File: config.mk
export PLATFORM = sky130hd
export DESIGN_NAME = cfgp_port
export DESIGN_NICKNAME = d
export VERILOG_FILES = /design/src/rtl/cfgp_pkg.sv /design/src/rtl/cfgp_dir.sv /design/src/rtl/cfgp_fifo.sv /design/src/rtl/cfgp_store.sv /design/src/rtl/cfgp_port.sv
export SDC_FILE = /design/constraint.sdc
export NUM_CORES = 1
export LEC_CHECK = 0
export ABC_CLOCK_PERIOD_IN_PS = 6200
export BUFFER_PORTS_ARGS = -buffer_cell sky130_fd_sc_hd__buf_2
export CORE_ASPECT_RATIO = 0.6
export CORE_UTILIZATION = 44
export DETAILED_ROUTE_END_ITERATION = 8
export MAX_ROUTING_LAYER = met4
export PLACE_DENSITY_LB_ADDON = 0.25
export SYNTH_ARGS = -nofsm -noshare
export SYNTH_HDL_FRONTEND = slang
export SYNTH_SLANG_ARGS = --single-unit
File: constraint.sdc
create_clock -name clk_i -period 6.2 [get_ports clk_i]
set_clock_uncertainty 0.1 [all_clocks]
set_input_delay 0.93 -clock clk_i [delete_from_list [all_inputs] [get_ports clk_i]]
set_output_delay 0.93 -clock clk_i [all_outputs]
set_load 0.02 [all_outputs]
File: src/rtl/cfgp_pkg.sv
package cfgp_pkg;
  typedef enum logic {DIR_WR = 1'b0, DIR_RD = 1'b1} dir_e;
endpackage

File: src/rtl/cfgp_dir.sv
module cfgp_dir
  import cfgp_pkg::*;
(
  input  logic clk_i,
  input  logic rst_ni,
  input  logic cs_ni,
  input  logic rdwr_ni,
  output logic wr_en_o,
  output logic rd_en_o,
  output logic oe_o
);
  dir_e dir_q, dir_d;
  logic turn;
  logic oe_q;

  assign dir_d   = rdwr_ni ? DIR_RD : DIR_WR;
  assign turn    = !cs_ni && (dir_d != dir_q);
  assign wr_en_o = !cs_ni && (dir_d == DIR_WR) && !turn;
  assign rd_en_o = !cs_ni && (dir_d == DIR_RD) && !turn;
  assign oe_o    = oe_q;

  always_ff @(posedge clk_i or negedge rst_ni) begin
    if (!rst_ni) begin
      dir_q <= DIR_WR;
      oe_q  <= 1'b0;
    end else begin
      if (!cs_ni) dir_q <= dir_d;  // direction held while deselected
      oe_q <= rd_en_o;
    end
  end

  p_turn_quiet_r6: assert property (@(posedge clk_i) disable iff (!rst_ni)
    turn |=> !oe_q);
  p_oe_needs_cs_r5: assert property (@(posedge clk_i) disable iff (!rst_ni)
    oe_q |-> $past(!cs_ni && rdwr_ni));
endmodule

File: src/rtl/cfgp_fifo.sv
module cfgp_fifo #(
  parameter int W     = 8,
  parameter int DEPTH = 4
) (
  input  logic         clk_i,
  input  logic         rst_ni,
  input  logic         push_i,
  input  logic [W-1:0] data_i,
  output logic         full_o,
  output logic         valid_o,
  output logic [W-1:0] data_o,
  input  logic         ready_i
);
  localparam int PW = (DEPTH > 1) ? $clog2(DEPTH) : 1;
  localparam int CW = $clog2(DEPTH + 1);
  localparam logic [PW-1:0] LAST = PW'(DEPTH - 1);
  localparam logic [CW-1:0] FULL = CW'(DEPTH);

  logic [W-1:0]  mem [DEPTH];
  logic [PW-1:0] wptr_q, rptr_q;
  logic [CW-1:0] cnt_q;
  logic          pop;

  assign full_o  = (cnt_q == FULL);
  assign valid_o = (cnt_q != '0);
  assign data_o  = mem[rptr_q];
  assign pop     = valid_o && ready_i;

  always_ff @(posedge clk_i) begin
    if (push_i) mem[wptr_q] <= data_i;
  end

  always_ff @(posedge clk_i or negedge rst_ni) begin
    if (!rst_ni) begin
      wptr_q <= '0;
      rptr_q <= '0;
      cnt_q  <= '0;
    end else begin
      if (push_i) wptr_q <= (wptr_q == LAST) ? '0 : wptr_q + PW'(1);
      if (pop)    rptr_q <= (rptr_q == LAST) ? '0 : rptr_q + PW'(1);
      case ({push_i, pop})
        2'b10:   cnt_q <= cnt_q + CW'(1);
        2'b01:   cnt_q <= cnt_q - CW'(1);
        default: cnt_q <= cnt_q;
      endcase
    end
  end

  p_no_overflow_r2: assert property (@(posedge clk_i) disable iff (!rst_ni)
    push_i |-> !full_o);
  p_busy_release_r2: assert property (@(posedge clk_i) disable iff (!rst_ni)
    (full_o && ready_i) |=> !full_o);
endmodule

File: src/rtl/cfgp_store.sv
module cfgp_store #(
  parameter int W     = 8,
  parameter int DEPTH = 16
) (
  input  logic         clk_i,
  input  logic         rst_ni,
  input  logic         we_i,
  input  logic [W-1:0] wdata_i,
  input  logic         re_i,
  output logic [W-1:0] rdata_o
);
  localparam int AW = (DEPTH > 1) ? $clog2(DEPTH) : 1;
  localparam logic [AW-1:0] LAST = AW'(DEPTH - 1);

  logic [W-1:0]  mem [DEPTH];
  logic [AW-1:0] waddr_q, raddr_q;
  logic [W-1:0]  rdata_q;

  assign rdata_o = rdata_q;

  always_ff @(posedge clk_i) begin
    if (we_i) mem[waddr_q] <= wdata_i;
  end

  always_ff @(posedge clk_i or negedge rst_ni) begin
    if (!rst_ni) begin
      waddr_q <= '0;
      raddr_q <= '0;
      rdata_q <= '0;
    end else begin
      if (we_i) waddr_q <= (waddr_q == LAST) ? '0 : waddr_q + AW'(1);
      if (re_i) begin
        rdata_q <= mem[raddr_q];
        raddr_q <= (raddr_q == LAST) ? '0 : raddr_q + AW'(1);
      end
    end
  end

  p_addr_hold_r8: assert property (@(posedge clk_i) disable iff (!rst_ni)
    (!we_i && !re_i) |=> ($stable(waddr_q) && $stable(raddr_q)));
  p_one_dir_r6: assert property (@(posedge clk_i) disable iff (!rst_ni)
    !(we_i && re_i));
endmodule

File: src/rtl/cfgp_port.sv
module cfgp_port #(
  parameter int DATA_W      = 8,
  parameter int FIFO_DEPTH  = 4,
  parameter int STORE_DEPTH = 16
) (
  input  logic              clk_i,
  input  logic              rst_ni,
  input  logic              cs_ni,
  input  logic              rdwr_ni,
  input  logic [DATA_W-1:0] data_i,
  output logic [DATA_W-1:0] data_o,
  output logic              data_oe_o,
  output logic              busy_o,
  output logic              sink_valid_o,
  output logic [DATA_W-1:0] sink_data_o,
  input  logic              sink_ready_i
);
  logic wr_en, rd_en, full, push;

  cfgp_dir u_dir (
    .clk_i   (clk_i),
    .rst_ni  (rst_ni),
    .cs_ni   (cs_ni),
    .rdwr_ni (rdwr_ni),
    .wr_en_o (wr_en),
    .rd_en_o (rd_en),
    .oe_o    (data_oe_o)
  );

  assign busy_o = full;
  assign push   = wr_en && !full;

  cfgp_fifo #(.W(DATA_W), .DEPTH(FIFO_DEPTH)) u_fifo (
    .clk_i   (clk_i),
    .rst_ni  (rst_ni),
    .push_i  (push),
    .data_i  (data_i),
    .full_o  (full),
    .valid_o (sink_valid_o),
    .data_o  (sink_data_o),
    .ready_i (sink_ready_i)
  );

  cfgp_store #(.W(DATA_W), .DEPTH(STORE_DEPTH)) u_store (
    .clk_i   (clk_i),
    .rst_ni  (rst_ni),
    .we_i    (push),
    .wdata_i (data_i),
    .re_i    (rd_en),
    .rdata_o (data_o)
  );

  p_capture_write_r1: assert property (@(posedge clk_i) disable iff (!rst_ni)
    push |-> (!cs_ni && !rdwr_ni));
  p_busy_blocks_r3: assert property (@(posedge clk_i) disable iff (!rst_ni)
    (busy_o && !sink_ready_i) |=> busy_o);
endmodule

==> flow_metrics.env <==
export IMPL_outcome="completed"
export IMPL_die_area_um2=17200
export IMPL_required_ns=6.14
export IMPL_place_hpwl_mm=10.4
export IMPL_netlist_top_cell_by_area="edfxtp_1"
export IMPL_p_int_mw=2.42
export IMPL_post_cts_setup_buffers=0
export IMPL_vias=3553
export IMPL_cpPeakStageDelay_ns=0.91
export IMPL_synth_distinct_cells=44
export IMPL_fin_crit_ns=3.09
export IMPL_worstSetupStartpointType="input port"
export IMPL_totalWireLength_mm=15.8
export IMPL_cts_buffers=17
export IMPL_first_global_vias=3601
export IMPL_ctsResizeCount=0
export IMPL_synth_common_cells="edfxtp_1 (160), mux4_2 (35), dfrtp_1 (25), nand2_1 (21), mux2i_1 (16)"
export IMPL_cts_hold_buf=0
export IMPL_nets=430
export IMPL_synth_area_leaders="edfxtp_1 (66%), mux4_2 (11%), dfrtp_1 (8.5%)"
export IMPL_path_class="input port to register"
export IMPL_drv_cap=0
export IMPL_cts_max_level=4
export IMPL_ff_latch_area_um2=5430
export IMPL_syn_inst=369
export IMPL_setup_viol=0
export IMPL_via_per_inst=5.50
export IMPL_grtUsageTotal_pct=20.9
export IMPL_antenna_found_initial=0
export IMPL_wl_per_cell_um=24.4
export IMPL_cts_clk_slew_worst_paths_ns=0.07
export IMPL_grt_pass1_wl_mm=23.9
export IMPL_clk_latency_ns=0.44
export IMPL_report_power_total_mw=3.57
export IMPL_syn_nets=394
export IMPL_clock_sinks=185
export IMPL_cts_tree="yes"
export IMPL_power_leakage_nw=2.83
export IMPL_seqPwrFrac_pct=44.4
export IMPL_portBuffers=31
export IMPL_powerDensity_nw_per_um2=432
export IMPL_swShare_pct=32.4
export IMPL_switching_power_mw=1.16
export IMPL_worstHoldPathType="register to register"
export IMPL_clk_path_buf_depth=2
export IMPL_crit_family="simple AND/OR/NAND/NOR gates"
export IMPL_synth_edff_count=160
export IMPL_overflow=0
export IMPL_ys_flop_type="edfxtp_1"
export IMPL_fin_crit_sh_pct=49.9
export IMPL_multiInputGateArea_um2=1740
export IMPL_yosysMostFrequentCell="edfxtp_1"
export IMPL_grt_max_degree=35
export IMPL_cp_max_fo=16
export IMPL_ios=32
export IMPL_comb_power_share_pct=24.9
export IMPL_finalSetupTns_ns=0
export IMPL_core_area_um2=16300
export IMPL_first_pass_iters=4
export IMPL_synth_warnings=0
export IMPL_drc=0
export IMPL_ir_drop_mv=0.160
export IMPL_num_antenna_cells=0
export IMPL_num_rows=36
export IMPL_worstSetupEndpointType="register"
export IMPL_cts_root_buf="clkbuf_16"
export IMPL_fin_ws_ns=3.11
export IMPL_hold_viol_final=0
export IMPL_ant_nets=0
export IMPL_die_height_um=102
export IMPL_max_slew_worst_pin_slew_ns=1.10
export IMPL_drt_initial_drc_count=323
export IMPL_dp_slack_ns=2.64
export IMPL_fill_cells=1292
export IMPL_dieWidth_um=169
export IMPL_rsz0062_at_grt="false"
export IMPL_yosysSeqAreaShare_pct=74.1
export IMPL_whs_ns=0.385
export IMPL_async_reset_ff_share_pct=13.5
export IMPL_ys_ff_latch=185
export IMPL_achievable_frequency_mhz=323
export IMPL_syn_area_um2=7330
export IMPL_critPathBufInv=1
export IMPL_avgSynthCellArea_um2=19.9
export IMPL_cp_cell_sequence="buf_2 > nor4_4 > nand2_1 > nor3_1"
export IMPL_start_util_pct=45.1
export IMPL_synth_top_cell_area_share_pct=65.5
export IMPL_drive_gt1_share_pct=25.8
export IMPL_gp_congestion=0.790
export IMPL_crit_path_top_delay_cell="nor3_1"
export IMPL_arrival_ns=3.03
export IMPL_syn2layout_area_growth_pct=12.9
export IMPL_finalMaxSlewViolations=0
export IMPL_maxSlewHeadroom_pct=25.9
export IMPL_power_share_clock_pct=30.7
-- sequential cells by signal, summed over array words and instances (netlist names) --
register / count
u_store.rdata_o: 8
u_store.raddr_q: 4
u_fifo.cnt_q: 3
u_store.mem: 128
u_fifo.rptr_q: 2
u_dir.oe_o: 1
u_fifo.mem: 32
u_fifo.wptr_q: 2
u_dir.dir_q: 1
u_store.waddr_q: 4
-- cells by family after synthesis --
group,after synthesis,share of synthesized area (%)
AO/OA/AOI/OAI,25,2.47
XOR/XNOR,5,0.597
adder cells (fa/ha/maj),12,2.15
buffers and inverters,28,2.18
flip-flops,185,74.1
multiplexers,57,14.7
AND/OR/NAND/NOR,57,3.86
-- metal layers --
metal  GRT usage, %  up-vias  wire length, µm
li1               -     1548                -
met1           32.4     1857             7620
met2           25.7      138             6290
met3           6.43       10             1740
met4           6.15        0              121
met5              -        -                0
-- power groups by stage --
stage | logic, mW | clock network [mW] | registers [mW]
2_1_floorplan | 0.650 | 0 | 1.57
3_3_place_gp | 0.879 | 0 | 1.61
3_5_place_dp | 0.890 | 0 | 1.61
4_1_cts | 0.897 | 1.11 | 1.59
5_1_grt | 0.959 | 1.16 | 1.60
6_report | 0.889 | 1.10 | 1.59
-- path summary, 6_finish.rpt --
| check | from | to | slack [ns] | cells after the start |
|---|---|---|---|---|
| worst max-delay path | rdwr_ni | u_store.mem[2][3] | 3.11 | 4 |
| worst min-delay path | u_fifo.cnt_q[2] | u_fifo.cnt_q[2] | 0.38 | 1 |
| worst max register to register | u_fifo.cnt_q[2] | u_store.mem[2][3] | 3.28 | 4 |
| worst min register to register | u_fifo.cnt_q[2] | u_fifo.cnt_q[2] | 0.38 | 1 |
| max in group asynchronous | rst_ni | u_store.raddr_q[0] | 5.19 | 1 |
| min in group asynchronous | rst_ni | u_fifo.cnt_q[0] | 0.39 | 1 |
-- through the flow --
step	utilization (%)	instance area, µm²	std cells
CTS	50.9	8280	646
global route	50.9	8280	646
floorplan	-	7330	369
detailed placement	47.2	7680	614
global placement	47.2	7680	614
finish	50.9	8280	646
-- area by class of cell --
type	instances	share of cell area, %
multi-input cells	156	21.0
flip-flops and latches	185	65.6
clock buffers	17	5.14
clock inverters	15	2.10
repair buffers	34	2.15
inverters	11	0.499
well taps	228	3.45
-- cell usage in the layout, fill, tap and decap left out, types with 2 or more instances in the layout --
| cell type | instances |
|---|---|
| a21o_1 | 3 |
| and2_1 | 4 |
| buf_2 | 31 |
| buf_4 | 3 |
| clkbuf_16 | 17 |
| clkinv_4 | 2 |
| dfrtp_1 | 24 |
| edfxtp_1 | 160 |
| ha_1 | 11 |
| inv_1 | 8 |
| inv_2 | 2 |
| inv_6 | 4 |
| inv_8 | 6 |
| mux2i_1 | 16 |
| mux4_1 | 4 |
| mux4_2 | 35 |
| nand2_1 | 21 |
| nand2b_1 | 3 |
| nand3_1 | 2 |
| nor2_1 | 14 |
| nor3_1 | 5 |
| o21ai_0 | 5 |
| o21ai_1 | 3 |
| o221ai_1 | 7 |
| or3_1 | 2 |
| xnor2_1 | 3 |
| xor2_1 | 2 |
Note: power is estimated with default switching activity, not from simulation.
